--- src/rtl/lwsram_pkg.sv ---
package lwsram_pkg;
  typedef enum logic [1:0] {
    OP_DESEL = 2'd0,
    OP_READ  = 2'd1,
    OP_WRITE = 2'd2
  } op_e;
endpackage

--- src/rtl/lwsram_burst.sv ---
// Burst address generator: holds the start address and a 2-bit beat count.
module lwsram_burst #(
  parameter int ADDR_W = 6
) (
  input  logic              clk,
  input  logic              rst_n,
  input  logic              en,
  input  logic              load,
  input  logic              step,
  input  logic              wrap_il,
  input  logic [ADDR_W-1:0] addr_in,
  output logic [ADDR_W-1:0] addr_q
);
  logic [ADDR_W-1:0] base_q, base_d;
  logic [1:0]        cnt_q, cnt_d;
  logic [1:0]        low;

  always_comb begin
    base_d = base_q;
    cnt_d  = cnt_q;
    if (load) begin
      base_d = addr_in;
      cnt_d  = 2'd0;
    end else if (step) begin
      cnt_d = cnt_q + 2'd1;
    end
  end

  always_ff @(posedge clk or negedge rst_n) begin
    if (!rst_n) begin
      base_q <= '0;
      cnt_q  <= 2'd0;
    end else if (en) begin
      base_q <= base_d;
      cnt_q  <= cnt_d;
    end
  end

  always_comb begin
    if (wrap_il) low = base_q[1:0] ^ cnt_q;
    else         low = base_q[1:0] + cnt_q;
    addr_q = {base_q[ADDR_W-1:2], low};
  end

  // a burst beat never leaves its aligned group of four words
  assert_burst_page_R7: assert property (@(posedge clk) disable iff (!rst_n)
    (en && step && !load) |=> addr_q[ADDR_W-1:2] == $past(addr_q[ADDR_W-1:2]));
endmodule

--- src/rtl/lwsram_ctrl.sv ---
// Command decode: selects, read/write, burst continuation and lane enables.
module lwsram_ctrl
  import lwsram_pkg::*;
#(
  parameter int BYTES = 4
) (
  input  logic             clk,
  input  logic             rst_n,
  input  logic             clk_en_n,
  input  logic             sel_a_n,
  input  logic             sel_b,
  input  logic             sel_c_n,
  input  logic             rd_wr_n,
  input  logic             burst_adv,
  input  logic [BYTES-1:0] lane_we_n,
  output op_e              op_q,
  output logic [BYTES-1:0] be_q
);
  op_e              op_d;
  logic [BYTES-1:0] be_d;
  logic             selected;

  always_comb begin
    selected = !sel_a_n && sel_b && !sel_c_n;
    be_d     = ~lane_we_n;
    op_d     = op_q;
    if (!burst_adv) begin
      if (!selected)    op_d = OP_DESEL;
      else if (rd_wr_n) op_d = OP_READ;
      else              op_d = OP_WRITE;
    end
  end

  always_ff @(posedge clk or negedge rst_n) begin
    if (!rst_n) begin
      op_q <= OP_DESEL;
      be_q <= '0;
    end else if (!clk_en_n) begin
      op_q <= op_d;
      be_q <= be_d;
    end
  end

  assert_stall_hold_R10: assert property (@(posedge clk) disable iff (!rst_n)
    clk_en_n |=> ($stable(op_q) && $stable(be_q)));
  assert_burst_keeps_op_R7: assert property (@(posedge clk) disable iff (!rst_n)
    (!clk_en_n && burst_adv) |=> op_q == $past(op_q));
  assert_unselected_R2: assert property (@(posedge clk) disable iff (!rst_n)
    (!clk_en_n && !burst_adv && (sel_a_n || !sel_b || sel_c_n)) |=> op_q == OP_DESEL);
  assert_write_load_R2: assert property (@(posedge clk) disable iff (!rst_n)
    (!clk_en_n && !burst_adv && !sel_a_n && sel_b && !sel_c_n && !rd_wr_n) |=> op_q == OP_WRITE);
endmodule

--- src/rtl/lwsram_array.sv ---
// Byte-lane storage: one write port with lane enables, one combinational read.
module lwsram_array #(
  parameter int ADDR_W = 6,
  parameter int BYTES  = 4
) (
  input  logic               clk,
  input  logic               we,
  input  logic [BYTES-1:0]   be,
  input  logic [ADDR_W-1:0]  waddr,
  input  logic [8*BYTES-1:0] wdata,
  input  logic [ADDR_W-1:0]  raddr,
  output logic [8*BYTES-1:0] rdata
);
  localparam int DEPTH = 1 << ADDR_W;

  for (genvar g = 0; g < BYTES; g++) begin : g_lane
    logic [7:0] lane_mem [DEPTH];
    always_ff @(posedge clk) begin
      if (we && be[g]) lane_mem[waddr] <= wdata[8*g +: 8];
    end
    assign rdata[8*g +: 8] = lane_mem[raddr];
  end
endmodule

--- src/rtl/lwsram_top.sv ---
module lwsram_top
  import lwsram_pkg::*;
#(
  parameter int ADDR_W = 6,
  parameter int BYTES  = 4
) (
  input  logic               clk,
  input  logic               rst_n,
  input  logic               clk_en_n,
  input  logic               sel_a_n,
  input  logic               sel_b,
  input  logic               sel_c_n,
  input  logic               rd_wr_n,
  input  logic               burst_adv,
  input  logic [BYTES-1:0]   lane_we_n,
  input  logic [ADDR_W-1:0]  addr,
  input  logic               wrap_il,
  input  logic               out_en_n,
  input  logic [8*BYTES-1:0] wr_data,
  output logic [8*BYTES-1:0] rd_data,
  output logic               rd_drive
);
  localparam int DATA_W = 8 * BYTES;

  logic              en;
  op_e               op_q;
  logic [BYTES-1:0]  be_q;
  logic [ADDR_W-1:0] cur_addr;
  logic [DATA_W-1:0] arr_rd;
  logic              arr_we;

  assign en     = !clk_en_n;
  assign arr_we = en && (op_q == OP_WRITE);

  lwsram_ctrl #(.BYTES(BYTES)) i_ctrl (
    .clk(clk), .rst_n(rst_n), .clk_en_n(clk_en_n),
    .sel_a_n(sel_a_n), .sel_b(sel_b), .sel_c_n(sel_c_n),
    .rd_wr_n(rd_wr_n), .burst_adv(burst_adv), .lane_we_n(lane_we_n),
    .op_q(op_q), .be_q(be_q)
  );

  lwsram_burst #(.ADDR_W(ADDR_W)) i_burst (
    .clk(clk), .rst_n(rst_n), .en(en),
    .load(!burst_adv), .step(burst_adv), .wrap_il(wrap_il),
    .addr_in(addr), .addr_q(cur_addr)
  );

  lwsram_array #(.ADDR_W(ADDR_W), .BYTES(BYTES)) i_array (
    .clk(clk), .we(arr_we), .be(be_q), .waddr(cur_addr),
    .wdata(wr_data), .raddr(cur_addr), .rdata(arr_rd)
  );

  always_comb begin
    rd_drive = (op_q == OP_READ) && !out_en_n;
    rd_data  = rd_drive ? arr_rd : '0;
  end

  // a stalled edge leaves the stored word under the current address untouched
  assert_stall_data_R10: assert property (@(posedge clk) disable iff (!rst_n)
    clk_en_n |=> $stable(arr_rd));
  // the bus is only driven while output enable is asserted
  assert_oe_gate_R11: assert property (@(posedge clk) disable iff (!rst_n)
    rd_drive |-> (!out_en_n && op_q == OP_READ));
endmodule

--- config.mk ---
export PLATFORM = sky130hd
export DESIGN_NAME = lwsram_top
export DESIGN_NICKNAME = d
export VERILOG_FILES = /design/src/rtl/lwsram_pkg.sv /design/src/rtl/lwsram_burst.sv /design/src/rtl/lwsram_ctrl.sv /design/src/rtl/lwsram_array.sv /design/src/rtl/lwsram_top.sv
export SDC_FILE = /design/constraint.sdc
export NUM_CORES = 2
export LEC_CHECK = 0
export ABC_AREA = 1
export BUFFER_PORTS_ARGS = -buffer_cell sky130_fd_sc_hd__clkbuf_2
export CAP_MARGIN = 40
export CELL_PAD_IN_SITES_DETAIL_PLACEMENT = 1
export CELL_PAD_IN_SITES_GLOBAL_PLACEMENT = 1
export CORE_MARGIN = 2
export CORE_UTILIZATION = 47
export DETAILED_ROUTE_END_ITERATION = 10
export PLACE_DENSITY_LB_ADDON = 0.1
export SLEW_MARGIN = 20
export SYNTH_ARGS = -nofsm -noshare
export SYNTH_HDL_FRONTEND = slang
export SYNTH_HIERARCHICAL = 1
export SYNTH_SLANG_ARGS = --single-unit
--- constraint.sdc ---
create_clock -name clk -period 2.7 [get_ports clk]
set_clock_uncertainty 0.15 [all_clocks]
set_input_delay 0.54 -clock clk [delete_from_list [all_inputs] [get_ports clk]]
set_output_delay 0.54 -clock clk [all_outputs]
set_load 0.05 [all_outputs]
==> results.yml <==
worst_hold_path:
  holdPathEnd: "i_array/g_lane[1].lane_mem[55][0]"
  holdPathStages: 2
  hold_start: "wr_data[8]"
  worstHoldPathType: "input pin to flip-flop"
worst_setup_path:
  crit_fanout: 7
  r2r_start: "i_burst/cnt_q[0]"
  critPathBufInv: 8
  critPathKind: "flip-flop to output pin"
  setup.worst_path.end_class: "output pin"
  r2r_cells: 14
  worstReg2RegEnd: "i_array/g_lane[2].lane_mem[9][0]"
  path_cells: "ha_4 -> buf_12 -> buf_8 -> buf_12 -> buf_16 -> buf_4 -> nand2_1 -> nand3_1 -> nand3_1 -> nand3_1 -> nand3_1 -> nand2_1 -> nand2_1 -> nand2_2 -> buf_12 -> inv_1 -> nor2_4 -> buf_12"
  cp.required_ns: 2.01
  crit_family: "buffers and inverters"
  rrSetupSlack_ns: -0.65
  cpMaxStageDelayCell: "dfrtp_1"
  crit_path_max_incr_delay_ns: 0.42
  worstSetupStartpointType: "flip-flop"
  arrival_ns: 3.69
routing:
  wl_per_cell_um: 28.87
  post-route-drc-count: 0
  totalWireLength_um: 302800
  detail_route.iter0.violations: 6468
  num_vias: 61569
  ant_nets: 0
  routed_via_density: 5.870
  drtPass1Iterations: 7
floorplanning:
  die_h_um: 427.3
  initial_core_util_pct: 47.26
  fp-row-count: 155
  die_x_um: 427.3
  fp.dieArea_mm2: 0.1826
  io_pins: 85
  coreArea_mm2: 0.1782
clock_tree:
  clockBufferDepth: 3
  path_clk_slew_ns: 0.06
  clk_latency_ns: 0.85
  cts_sinks: 2062
  cts_tree: "done"
  cts_buffers: 212
  htree_num_levels: 4
  cts-root-buf: "clkbuf_16"
synth:
  ys_types: 21
  syn_inst: 7183
  yosysSeqAreaShare_pct: 73.43
  ys_ff_latch: 2062
  synth.net_count: 7236
  yosys_warnings: 6
  syn_area_per_cell_um2: 11.73
  syn_area_mm2: 0.08423
layout:
  synthToLayoutAreaGrowth_pct: 24.95
  nNetsFinal: 7996
  drive_above_1_share_pct: 20.73
  final_cell_mix: "2289 x nand2_1, 2048 x edfxtp_1, 1677 x nand3_1, 610 x buf_4, 253 x nor2_1"
  final_common_cell: "nand2_1"
  finalInstanceArea_mm2: 0.1052
  fin_cells: 10489
  fin_util_pct: 59.05
global_route:
  grt_overflow: 0
  grt_pass1_vias: 63575
  grt-busiest-layer: "met2"
  grt_max_degree: 65
  grtUsageMet3_pct: 5.377
  met2_usage_pct: 53.26
  grt_pass1_wl_um: 436700
  grt_use_total_pct: 32.90
  antenna_found_initial: 13
  use_met1_pct: 43.56
sta:
  final_hold_viol_count: 0
  tightest_slew_ns: 0.8310
  slew_viol_final: 0
  max_freq_mhz: 228.3
  rsz0062_at_grt: "true"
  finalCritPeriodShare_pct: 162.2
  setup_ws_ns: -1.680
  setup-violations-final: 2081
  relSlewSlack_pct: 44.60
  layout_min_cycle_time_ns: 4.380
pwr:
  p_sw_w: 0.02598
  p_per_area_mw_per_mm2: 812.9
  seqPwrFrac_pct: 41.2
  pwr-share-clk_pct: 34.5
  p_leak_nw: 38.74
  ir_drop_mv: 0.6839
  netSwitchingFraction_pct: 30.37
  p_int_w: 0.05957
  comb_power_share_pct: 24.3
placed_design:
  hpwlAfterDp_um: 188100
  placed_cell_area_mm2: 0.09425
  io_buffers: 84
  place_inst: 9968
  place.gp.congestion: 0.8671
status:
  status: "finished with violations"
  violations: "setup timing"
run:
  maxCapViolations: 0
==> cells in the mapped netlist <==
| master | n | area, µm² |
|---|---|---|
| a21oi_1 | 2 | 10.01 |
| buf_1 | 52 | 195.2 |
| buf_2 | 260 | 1301 |
| buf_4 | 53 | 397.9 |
| buf_6 | 13 | 146.4 |
| clkbuf_1 | 101 | 379.1 |
| dfrtp_1 | 14 | 350.3 |
| edfxtp_1 | 2048 | 61500 |
| ha_1 | 1 | 12.51 |
| inv_1 | 53 | 198.9 |
| inv_2 | 3 | 11.26 |
| inv_4 | 2 | 12.51 |
| nand2_1 | 2357 | 8847 |
| nand2_4 | 2 | 22.52 |
| nand3_1 | 1903 | 9524 |
| nand3_4 | 1 | 17.52 |
| nor2_1 | 263 | 987.2 |
| nor2_2 | 32 | 200.2 |
| nor3_1 | 17 | 85.08 |
| o21ai_0 | 1 | 5.000 |
| o21ai_1 | 5 | 25.02 |
==> final cells by class <==
cell class	instances	area, µm²
antenna	7	17.52
clock buffer	266	5633
clock inverter	132	1251
fill	17753	72980
inverter	58	315.3
multi-input combinational	4584	21400
sequential	2062	61860
tap	2355	2947
timing repair buffer	1019	11730
timing repair inverter	6	93.84
==> worst reg2reg max path: stages (launching register included) <==
cell,delay (ns)
dfrtp_1,0.42
ha_4,0.19
nand2_1,0.08
nand3_2,0.11
nand2_4,0.14
clkinv_8,0.11
buf_16,0.19
buf_16,0.19
buf_6,0.19
nor3_1,0.28
buf_4,0.20
nand2_1,0.11
buf_4,0.20
nor2_2,0.24
buf_4,0.24
==> worst max-delay path by stage <==
stage                             end               from  depth (start not counted)  slack, ns
after floorplan           rd_data[30]   i_burst/cnt_q[0]                         17      -0.04
after CTS                 rd_data[26]   i_burst/cnt_q[0]                         19      -1.74
final                     rd_data[30]  i_burst/base_q[0]                         18      -1.68
after detailed placement   rd_data[9]            wrap_il                         19      -1.31
after global routing      rd_data[13]  i_burst/base_q[0]                         19      -1.79
after global placement     rd_data[9]            wrap_il                         19      -1.33
==> through the flow <==
stage,TNS [ns],hold slack [ns],setup WS [ns],total power (W)
after floorplan,-1.067,0.09441,-0.03724,0.04567
after global placement,-1404.46,0.3259,-1.333,0.05256
after detailed placement,-1447.51,0.3206,-1.307,0.05295
after CTS,-1016.33,0.01131,-1.739,0.08445
after global routing,-1193.65,0.01991,-1.790,0.08823
final,-956.39,0.03106,-1.680,0.08555
==> metal layers <==
layer | vias to the layer above | wire, µm
met5 | - | 28
met4 | 4 | 15040
met3 | 577 | 21780
met2 | 2471 | 145300
met1 | 31630 | 120600
li1 | 26887 | -
==> power by group through the flow <==
| stage | Sequential (W) | Combinational, W | Clock (W) |
|---|---|---|---|
| after floorplan | 0.0359 | 0.00975 | 0 |
| after global routing | 0.0352 | 0.0221 | 0.0309 |
| final | 0.0353 | 0.0208 | 0.0295 |
| after global placement | 0.0359 | 0.0166 | 0 |
| after detailed placement | 0.0359 | 0.0170 | 0 |
| after CTS | 0.0353 | 0.0195 | 0.0297 |
==> repair_timing <==
item / in CTS / in global routing
endpoints found under the hold margin: 39 / 0
pin swaps: 11 / 48
gates resized for setup: 226 / 302
hold buffers: 26 / 0
setup buffers: 35 / 18
cloned: 33 / 7
endpoints found under the setup margin: 2081 / 2081
==> state kept, by name (all words and copies together) (netlist names) <==
register / count
i_burst/cnt_q: 2
i_burst/base_q: 6
i_ctrl/op_q: 2
i_ctrl/be_q: 4
i_array/g_lane.lane_mem: 2048
==> cells by family (layout without fill, tap and decap cells) <==
family                     count (synthesis)  count (layout)  synth area share (%)
adders and majority gates                  1               1               0.01485
buffers and inverters                    537            1481                 3.137
and+or+nand+nor                         4575            4575                 23.37
DFF                                     2062            2062                 73.43
AOI/OAI and AO/OA                          8               8               0.04753
other                                      0               7                     0
(Power assumes the default switching activity.)
